===== config.mk =====
export PLATFORM = sky130hd
export DESIGN_NAME = owm_slot_engine
export DESIGN_NICKNAME = d
export VERILOG_FILES = /design/src/rtl/owm_pkg.sv /design/src/rtl/owm_us_tick.sv /design/src/rtl/owm_us_count.sv /design/src/rtl/owm_slot_engine.sv
export SDC_FILE = /design/constraint.sdc
export NUM_CORES = 1
export LEC_CHECK = 0
export BUFFER_PORTS_ARGS = -buffer_cell sky130_fd_sc_hd__buf_4
export CORE_UTILIZATION = 25
export CTS_CLUSTER_SIZE = 30
export DETAILED_ROUTE_END_ITERATION = 10
export HOLD_SLACK_MARGIN = 0.06
export PLACE_DENSITY_LB_ADDON = 0.12
export SYNTH_ARGS = -nofsm -noshare
export SYNTH_HDL_FRONTEND = slang
export SYNTH_SLANG_ARGS = --single-unit

===== constraint.sdc =====
create_clock -name clk -period 3.5 [get_ports clk]
set_input_delay 0.35 -clock clk [delete_from_list [all_inputs] [get_ports clk]]
set_output_delay 0.35 -clock clk [all_outputs]
set_load 0.03 [all_outputs]

===== src/rtl/owm_pkg.sv =====
package owm_pkg;

    typedef enum logic [2:0] {
        ST_IDLE,
        ST_RST_LOW,
        ST_RST_WAIT,
        ST_RST_TAIL,
        ST_SLOT_INIT,
        ST_SLOT_HOLD,
        ST_SLOT_REC
    } owm_state_e;

    typedef struct packed {
        owm_state_e st;
        logic       txb;
        logic       spu_req;
        logic       spu;
        logic       rx;
        logic       nopres;
        logic       stuck;
        logic       done;
    } owm_regs_t;

endpackage


===== src/rtl/owm_us_tick.sv =====
module owm_us_tick #(
    parameter int CLK_PER_US = 50
) (
    input  logic clk,
    input  logic rst_n,
    input  logic restart_i,
    output logic tick_o
);
    localparam int CW = (CLK_PER_US > 1) ? $clog2(CLK_PER_US) : 1;
    localparam logic [CW-1:0] LAST = CW'(CLK_PER_US - 1);

    logic [CW-1:0] cnt_d, cnt_q;

    always_comb begin
        if (restart_i || cnt_q == LAST) cnt_d = '0;
        else                            cnt_d = cnt_q + 1'b1;
    end

    always_ff @(posedge clk) begin
        if (!rst_n) cnt_q <= '0;
        else        cnt_q <= cnt_d;
    end

    assign tick_o = (cnt_q == LAST);

    generate
        if (CLK_PER_US > 1) begin : g_gap
            assert_tick_gap_R1: assert property (@(posedge clk) disable iff (!rst_n)
                (tick_o && !restart_i) |=> !tick_o);
        end
    endgenerate
endmodule


===== src/rtl/owm_us_count.sv =====
module owm_us_count #(
    parameter int UW = 10
) (
    input  logic          clk,
    input  logic          rst_n,
    input  logic          clear_i,
    input  logic          inc_i,
    output logic [UW-1:0] us_o
);
    logic [UW-1:0] us_d, us_q;

    always_comb begin
        if (clear_i)    us_d = '0;
        else if (inc_i) us_d = us_q + 1'b1;
        else            us_d = us_q;
    end

    always_ff @(posedge clk) begin
        if (!rst_n) us_q <= '0;
        else        us_q <= us_d;
    end

    assign us_o = us_q;
endmodule


===== src/rtl/owm_slot_engine.sv =====
module owm_slot_engine
    import owm_pkg::*;
#(
    parameter int CLK_PER_US  = 50,
    parameter int RST_LOW_US  = 480,
    parameter int PRES_US     = 64,
    parameter int RST_TAIL_US = 416,
    parameter int INIT_US     = 2,
    parameter int SAMPLE_US   = 15,
    parameter int LOW_US      = 60,
    parameter int REC_US      = 2
) (
    input  logic clk,
    input  logic rst_n,
    input  logic start_reset_i,
    input  logic start_slot_i,
    input  logic tx_bit_i,
    input  logic strong_pu_i,
    input  logic strong_pu_clr_i,
    input  logic bus_level_i,
    output logic bus_pull_low_o,
    output logic bus_drive_high_o,
    output logic busy_o,
    output logic done_o,
    output logic rx_bit_o,
    output logic no_presence_o,
    output logic stuck_low_o
);
    localparam int T_PRES   = RST_LOW_US + PRES_US;
    localparam int T_RSTEND = T_PRES + RST_TAIL_US;
    localparam int T_SLTEND = LOW_US + REC_US;
    localparam int T_MAX    = (T_RSTEND > T_SLTEND) ? T_RSTEND : T_SLTEND;
    localparam int UW       = $clog2(T_MAX + 1);

    localparam logic [UW-1:0] E_RST_LOW = UW'(RST_LOW_US - 1);
    localparam logic [UW-1:0] E_PRES    = UW'(T_PRES - 1);
    localparam logic [UW-1:0] E_RSTEND  = UW'(T_RSTEND - 1);
    localparam logic [UW-1:0] E_INIT    = UW'(INIT_US - 1);
    localparam logic [UW-1:0] E_SAMPLE  = UW'(SAMPLE_US - 1);
    localparam logic [UW-1:0] E_LOW     = UW'(LOW_US - 1);
    localparam logic [UW-1:0] E_SLTEND  = UW'(T_SLTEND - 1);

    generate
        if (INIT_US < 1 || SAMPLE_US <= INIT_US || LOW_US <= SAMPLE_US ||
            REC_US < 1 || PRES_US < 1 || RST_TAIL_US < 1 || RST_LOW_US < 1)
        begin : g_bad_timing
            $error("owm_slot_engine: interval parameters out of order");
        end
    endgenerate

    owm_regs_t r_d, r_q;
    logic          tick;
    logic [UW-1:0] us;
    logic          accept_rst, accept_slot, accept;

    assign accept_rst  = (r_q.st == ST_IDLE) && start_reset_i;
    assign accept_slot = (r_q.st == ST_IDLE) && start_slot_i && !start_reset_i;
    assign accept      = accept_rst || accept_slot;

    owm_us_tick #(.CLK_PER_US(CLK_PER_US)) u_tick (
        .clk       (clk),
        .rst_n     (rst_n),
        .restart_i (accept),
        .tick_o    (tick)
    );

    owm_us_count #(.UW(UW)) u_count (
        .clk     (clk),
        .rst_n   (rst_n),
        .clear_i (accept),
        .inc_i   (tick && (r_q.st != ST_IDLE)),
        .us_o    (us)
    );

    always_comb begin
        r_d      = r_q;
        r_d.done = 1'b0;
        unique case (r_q.st)
            ST_IDLE: begin
                if (accept_rst) begin
                    r_d.st     = ST_RST_LOW;
                    r_d.spu    = 1'b0;
                    r_d.nopres = 1'b0;
                    r_d.stuck  = 1'b0;
                end else if (accept_slot) begin
                    r_d.st      = ST_SLOT_INIT;
                    r_d.txb     = tx_bit_i;
                    r_d.spu_req = strong_pu_i;
                    r_d.spu     = 1'b0;
                end
            end
            ST_RST_LOW: begin
                if (tick && us == E_RST_LOW) r_d.st = ST_RST_WAIT;
            end
            ST_RST_WAIT: begin
                if (tick && us == E_PRES) begin
                    r_d.nopres = bus_level_i;
                    r_d.st     = ST_RST_TAIL;
                end
            end
            ST_RST_TAIL: begin
                if (tick && us == E_RSTEND) begin
                    r_d.stuck = !bus_level_i;
                    r_d.st    = ST_IDLE;
                    r_d.done  = 1'b1;
                end
            end
            ST_SLOT_INIT: begin
                if (tick && us == E_INIT) r_d.st = ST_SLOT_HOLD;
            end
            ST_SLOT_HOLD: begin
                if (tick && us == E_SAMPLE) r_d.rx = r_q.txb & bus_level_i;
                if (tick && us == E_LOW) begin
                    r_d.st  = ST_SLOT_REC;
                    r_d.spu = r_q.spu_req;
                end
            end
            ST_SLOT_REC: begin
                if (tick && us == E_SLTEND) begin
                    r_d.st   = ST_IDLE;
                    r_d.done = 1'b1;
                end
            end
            default: r_d.st = ST_IDLE;
        endcase
        if (strong_pu_clr_i) r_d.spu = 1'b0;
    end

    always_ff @(posedge clk) begin
        if (!rst_n) r_q <= '{st: ST_IDLE, default: 1'b0};
        else        r_q <= r_d;
    end

    assign busy_o           = (r_q.st != ST_IDLE);
    assign bus_pull_low_o   = (r_q.st == ST_RST_LOW) || (r_q.st == ST_SLOT_INIT) ||
                              ((r_q.st == ST_SLOT_HOLD) && !r_q.txb);
    assign bus_drive_high_o = r_q.spu;
    assign done_o           = r_q.done;
    assign rx_bit_o         = r_q.rx;
    assign no_presence_o    = r_q.nopres;
    assign stuck_low_o      = r_q.stuck;

    assert_drive_excl_R11: assert property (@(posedge clk) disable iff (!rst_n)
        !(bus_pull_low_o && bus_drive_high_o));
    assert_spu_drop_R11: assert property (@(posedge clk) disable iff (!rst_n)
        accept |=> !bus_drive_high_o);
    assert_rst_entry_R8: assert property (@(posedge clk) disable iff (!rst_n)
        (r_q.st != ST_IDLE && r_q.st != ST_RST_LOW) |=> (r_q.st != ST_RST_LOW));
    assert_slot_entry_R8: assert property (@(posedge clk) disable iff (!rst_n)
        (r_q.st != ST_IDLE && r_q.st != ST_SLOT_INIT) |=> (r_q.st != ST_SLOT_INIT));
    assert_prio_R9: assert property (@(posedge clk) disable iff (!rst_n)
        (!busy_o && start_reset_i && start_slot_i) |=> (r_q.st == ST_RST_LOW));
    assert_done_pulse_R13: assert property (@(posedge clk) disable iff (!rst_n)
        done_o |=> !done_o);
    assert_low_busy_R1: assert property (@(posedge clk) disable iff (!rst_n)
        bus_pull_low_o |-> busy_o);
    assert_spu_clear_R10: assert property (@(posedge clk) disable iff (!rst_n)
        strong_pu_clr_i |=> !bus_drive_high_o);
endmodule


# Word level (Yosys, flattened, before mapping)
# Index checks and enable logic that the tools add are counted.
# classes
addsub,2
n_eq_ne,22
mux,19
bitwise_logic,3
n_reduce_logical,33
# ops
cell,n
$mux W3,7
$pmux W3 S7,1
$eq A10 B10 Y1 const B,2
$eq A10 B6 Y1 const B,2
$ne A2 B2 Y1 const B,7
$logic_and A1 B1 Y1,12
$reduce_and A3 Y1,4
$add A10 B1 Y10 const B,1
$eq A10 B1 Y1 const B,1
$eq A10 B4 Y1 const B,1
$eq A10 B9 Y1 const B,1
$eq A3 B3 Y1 const B,3
$pmux W1 S2,4
$reduce_and A7 Y1,1
$add A6 B1 Y6 const B,1
$eq A3 B2 Y1 const B,2
$eq A6 B6 Y1 const B,1
$mux W6,1
$reduce_bool A2 Y1,3
$reduce_or A2 Y1,3
$logic_or A1 B1 Y1,4
$mux W1,4
$mux W2,2
$eq A3 B1 Y1 const B,1
7 further kinds,10
# totals
regBits,26
output_inout_bits,7

# Logic depth before layout (Yosys ltp)
# logic_depth
word_depth,6
ltp_mapped,7
depth_no_buf,7

# Hierarchy
# From an unflattened synthesis, not the netlist that was laid out.
# unflattened
hier_cells,177
area_unflattened_um2,1486.4
# modules_own_cells
mod,instances,cells_per_inst,area_per_inst_um2
owm_slot_engine,1,99,735.7
owm_us_count,1,50,462.9
owm_us_tick,1,28,287.8

# Least setup slack after synthesis
# OpenSTA, ideal clock, no wires.
# synth_path
path_kind,flip-flop to output port
start,register r_q[7] in the netlist's numbering
end,output bus_pull_low_o
arrival_time_ns,1.369
required_ns,3.150
setup_slack_ns,1.781
path_stages_with_launch,4
path_cell_list,dfxtp_1 > clkbuf_1 > nor2_1 > nor3_1
# synth_via
elab_chain_len,3
elab_cells_between_ends,6
cone_classes,eq/ne: 3; reduce/logical: 3
# synth_rtl
element,line_no,source
"start, declared",owm_slot_engine.sv:51,"owm_regs_t r_d, r_q;"
"start signal, assigned",owm_slot_engine.sv:131,else r_q <= r_d;
"$eq A3 B1 Y1, or another cell as far along",owm_slot_engine.sv:135,assign bus_pull_low_o = (r_q.st == ST_RST_LOW) || (r_q.st == ST_SLOT_INIT) ||
$logic_or A1 B1 Y1 or $logic_and A1 B1 Y1 (tied branches),"owm_slot_engine.sv:135, owm_slot_engine.sv:136",
$logic_or A1 B1 Y1 *,owm_slot_engine.sv:135,
"end, declared",owm_slot_engine.sv:21,"output logic bus_pull_low_o,"
# Every way passes the cells marked *; elsewhere a longest branch is shown, timed or not.

# Final worst setup path
# layout_path
start,"register u_count.us_q[0], in the netlist u_count.us_o[0]"
end,register r_q[7] in the netlist's numbering
# layout_via
elab_chain_len,4
elab_cells_between_ends,19
cone_classes,eq/ne: 12; reduce/logical: 7
# layout_rtl
element,line_no,source
"start, declared",owm_us_count.sv:10,"logic [UW-1:0] us_d, us_q;"
"start signal, assigned",owm_us_count.sv:20,else us_q <= us_d;
"$eq A10 B6 Y1, or another cell as far along",owm_slot_engine.sv:119,if (tick && us == E_SLTEND) begin
"$logic_and A1 B1 Y1, or another cell as far along",owm_slot_engine.sv:119,
$ne A2 B2 Y1 (no line),n/a,
$reduce_and A7 Y1 (no line) *,n/a,
# Marked as above.
# A chain may end at the register's enable or synchronous reset.

==> reports/qor.yml <==
postCtsSetupBuffers: 0
port_buffers: 14
outcome: "completed"
htree_levels: 1
grt_pass1_wl_um: 6354
stdcell_count: 263
hold_slack_ns: 0.3335
drive_gt1_share_pct: 13.09
layout_common_cells: "dfxtp_1 (26), nor2_1 (21), nand2_1 (17)"
drt-initial-drc-count: 88
rr_startpoint: "u_count.us_o[0]$_SDFFE_PP0P_"
min_period_ns: 2.060
antennaDiodeCount: 0
rr_worst_depth: 6
period_share_pct: 58.86
slowest_delay_ns: 0.47
vias_per_cell: 4.859
cts_hold_buf: 0
hold_violations: 0
r2r-end: "r_q[7]$_SDFFE_PN0P_"
final_common_cell: "dfxtp_1"
cts_tree: "done"
nFillCells: 639
synth_flop_cell: "dfxtp_1"
ys_seq_area_share_pct: 34.96
p_leak_nw: 0.5801
register_area_um2: 520.5
min_path_cells: 3
async_reset_ff_share_pct: 0
drt_pass1_iterations: 4
ant_nets: 0
dp_hpwl_um: 2777
synth_area_um2: 1489
grt_start_max_net_pins: 14
slew_headroom_pct: 59.85
power_frac_seq_pct: 55.1
p_comb_share_pct: 15.7
wire_per_inst_um: 13.71
fmax_ghz: 0.4854
end_kind: "flip-flop"
synthesis.nets: 194
start_util_pct: 26.55
internal_power_w: 0.0004156
cts_buffer_depth: 2
final_nets: 206
crit_family: "simple AND/OR/NAND/NOR gates"
p_clk_share_pct: 29.2
crit_type: "flip-flop to flip-flop"
rrSetupSlack_ns: 1.44
crit_slowest_cell: "nor4_2"
power_density_nw_per_um2: 338.3
synth_edf_count: 0
wirelength_um: 3605
ir_worst_vdd_uv: 120.1
multi_input_area_um2: 914.6
hp-start: "strong_pu_clr_i"
yosysWarnings: 0
drc_errors: 0
path_cells: "ha_1 > nand4b_1 > nor4_2 > nor3_1 > nor4b_2 > mux2i_1"
startpoint: "u_count.us_o[0]$_SDFFE_PP0P_"
io_pins: 15
tightest_slew_ns: 0.5976
setup-violations-final: 0
antenna_found_initial: 0
synth.distinct_cells: 45
via_count: 1278
max-cap-violations: 0
clk_pin_slew_ns: 0.09
avgSynthCellArea_um2: 8.226
clkLatencyLatePin_ns: 0.27
netlist_instances: 181
place_inst: 260
gp_congestion: 0.8577
worst_setup_path_start_kind: "flip-flop"
core_area_um2: 5608
critPathRequiredTime_ns: 3.71
fp.dieArea_um2: 6269
grt-ovfl-total: 0
rsz0062_at_grt: "false"
synth-seq-cells: 26
grtUsageTotal_pct: 13.14
p_sw_share_pct: 27.49
slew_viol_final: 0
die_y_um: 79.18
min_to: "bus_drive_high_o$_SDFFE_PP0P_"
cts.repair.resized: 0
area_delta_synth_final_pct: 13.78
dieWidth_um: 79.18
cts-root-buf: "clkbuf_8"
numCtsBuffers: 3
p_sw_w: 0.0001576
grt_pass1_vias: 1278
fin_skew_ns: 0.005224
min-delay-path-class: "primary input to flip-flop"
rows: 27
critPathMaxFanout: 5
total_power_w: 0.0005731
crit_arrival_ns: 2.27
worst-path-buf-inv: 0
finalSetupTns_ns: 0
clock-sinks: 26
[flip-flops by register name (all words and copies together), names as in the netlist]
signal and count:
bus_drive_high_o 1, done_o 1, no_presence_o 1, r_q 5
rx_bit_o 1, stuck_low_o 1, u_count.us_o 10, u_tick.cnt_q 6
[cell families (layout without fill, tap and decap cells)]
group / Yosys count / count (layout) / share of synthesized area (%)
xor+xnor: 9 / 9 / 5.294
fa+ha+maj: 5 / 5 / 4.202
mux: 4 / 4 / 2.689
buf+inv: 13 / 23 / 3.613
flops: 26 / 26 / 34.96
compound gates: 28 / 28 / 11.76
simple gates: 96 / 96 / 37.48
[synth_stat cells (2+ instances only)]
library cell	count	area share, %
dfxtp_1	26	35
and2_1	2	0.84
clkbuf_1	3	0.76
and3_1	2	0.84
nand4_1	6	2.5
nand2_1	17	4.3
mux2i_1	4	2.7
a211oi_1	2	1.0
o21ai_0	6	2.0
o211ai_1	3	1.5
inv_1	6	1.5
nor4_1	2	0.84
nand4b_1	3	1.8
xor2_1	4	2.4
nand3b_1	3	1.5
xnor2_1	5	2.9
nand3_1	10	3.4
ha_1	5	4.2
a21oi_1	9	3.0
nor3_1	7	2.4
nor2_1	21	5.3
or3_1	6	2.5
buf_2	4	1.3
nor2b_1	4	1.7
[cell type report]
class,instances,share of cell area [%]
Inverter,6,1.329
Clock buffer,3,2.437
Timing Repair Buffer,14,6.204
Tap cell,72,5.318
Multi-Input combinational cell,142,53.99
Sequential cell,26,30.72
[metal layers]
metal | wire length [µm] | track usage (%)
met1 | 1793 | 18.25
met4 | 42 | 3.273
met2 | 1632 | 20.09
met5 | 0 | 0
met3 | 136 | 3.333
[worst register-to-register path: stages, from the launching register on]
cell	delay, ns
dfxtp_1	0.42
ha_1	0.28
nand4b_1	0.22
nor4_2	0.47
nor3_1	0.13
nor4b_2	0.27
mux2i_1	0.20
[how the worst max path moves through the flow]
stage	to	slack, ns	depth (start not counted)
after detailed placement	r_q[7]$_SDFFE_PN0P_	1.45	6
after global routing	r_q[7]$_SDFFE_PN0P_	1.31	6
final	r_q[7]$_SDFFE_PN0P_	1.44	6
after floorplan	bus_pull_low_o	1.78	3
after CTS	r_q[7]$_SDFFE_PN0P_	1.43	6
after global placement	r_q[7]$_SDFFE_PN0P_	1.44	6
[power by group through the flow]
stage	Combinational (W)	Clock (W)	Sequential [W]
finish	0.0000899	0.000167	0.000316
global route	0.000101	0.000194	0.000318
CTS	0.0000918	0.000182	0.000315
detailed placement	0.0000915	0	0.000323
global placement	0.0000898	0	0.000322
floorplan	0.0000684	0	0.000314
[metrics by stage]
step | util, % | setup WS (ns) | area, µm²
2_1_floorplan | - | 1.781 | 1489
3_3_place_gp | 29.47 | 1.439 | 1653
6_report | 30.21 | 1.440 | 1694
3_5_place_dp | 29.47 | 1.450 | 1653
4_1_cts | 30.21 | 1.428 | 1694
5_1_grt | 30.21 | 1.312 | 1694
Power figures use the tool's default switching activity.
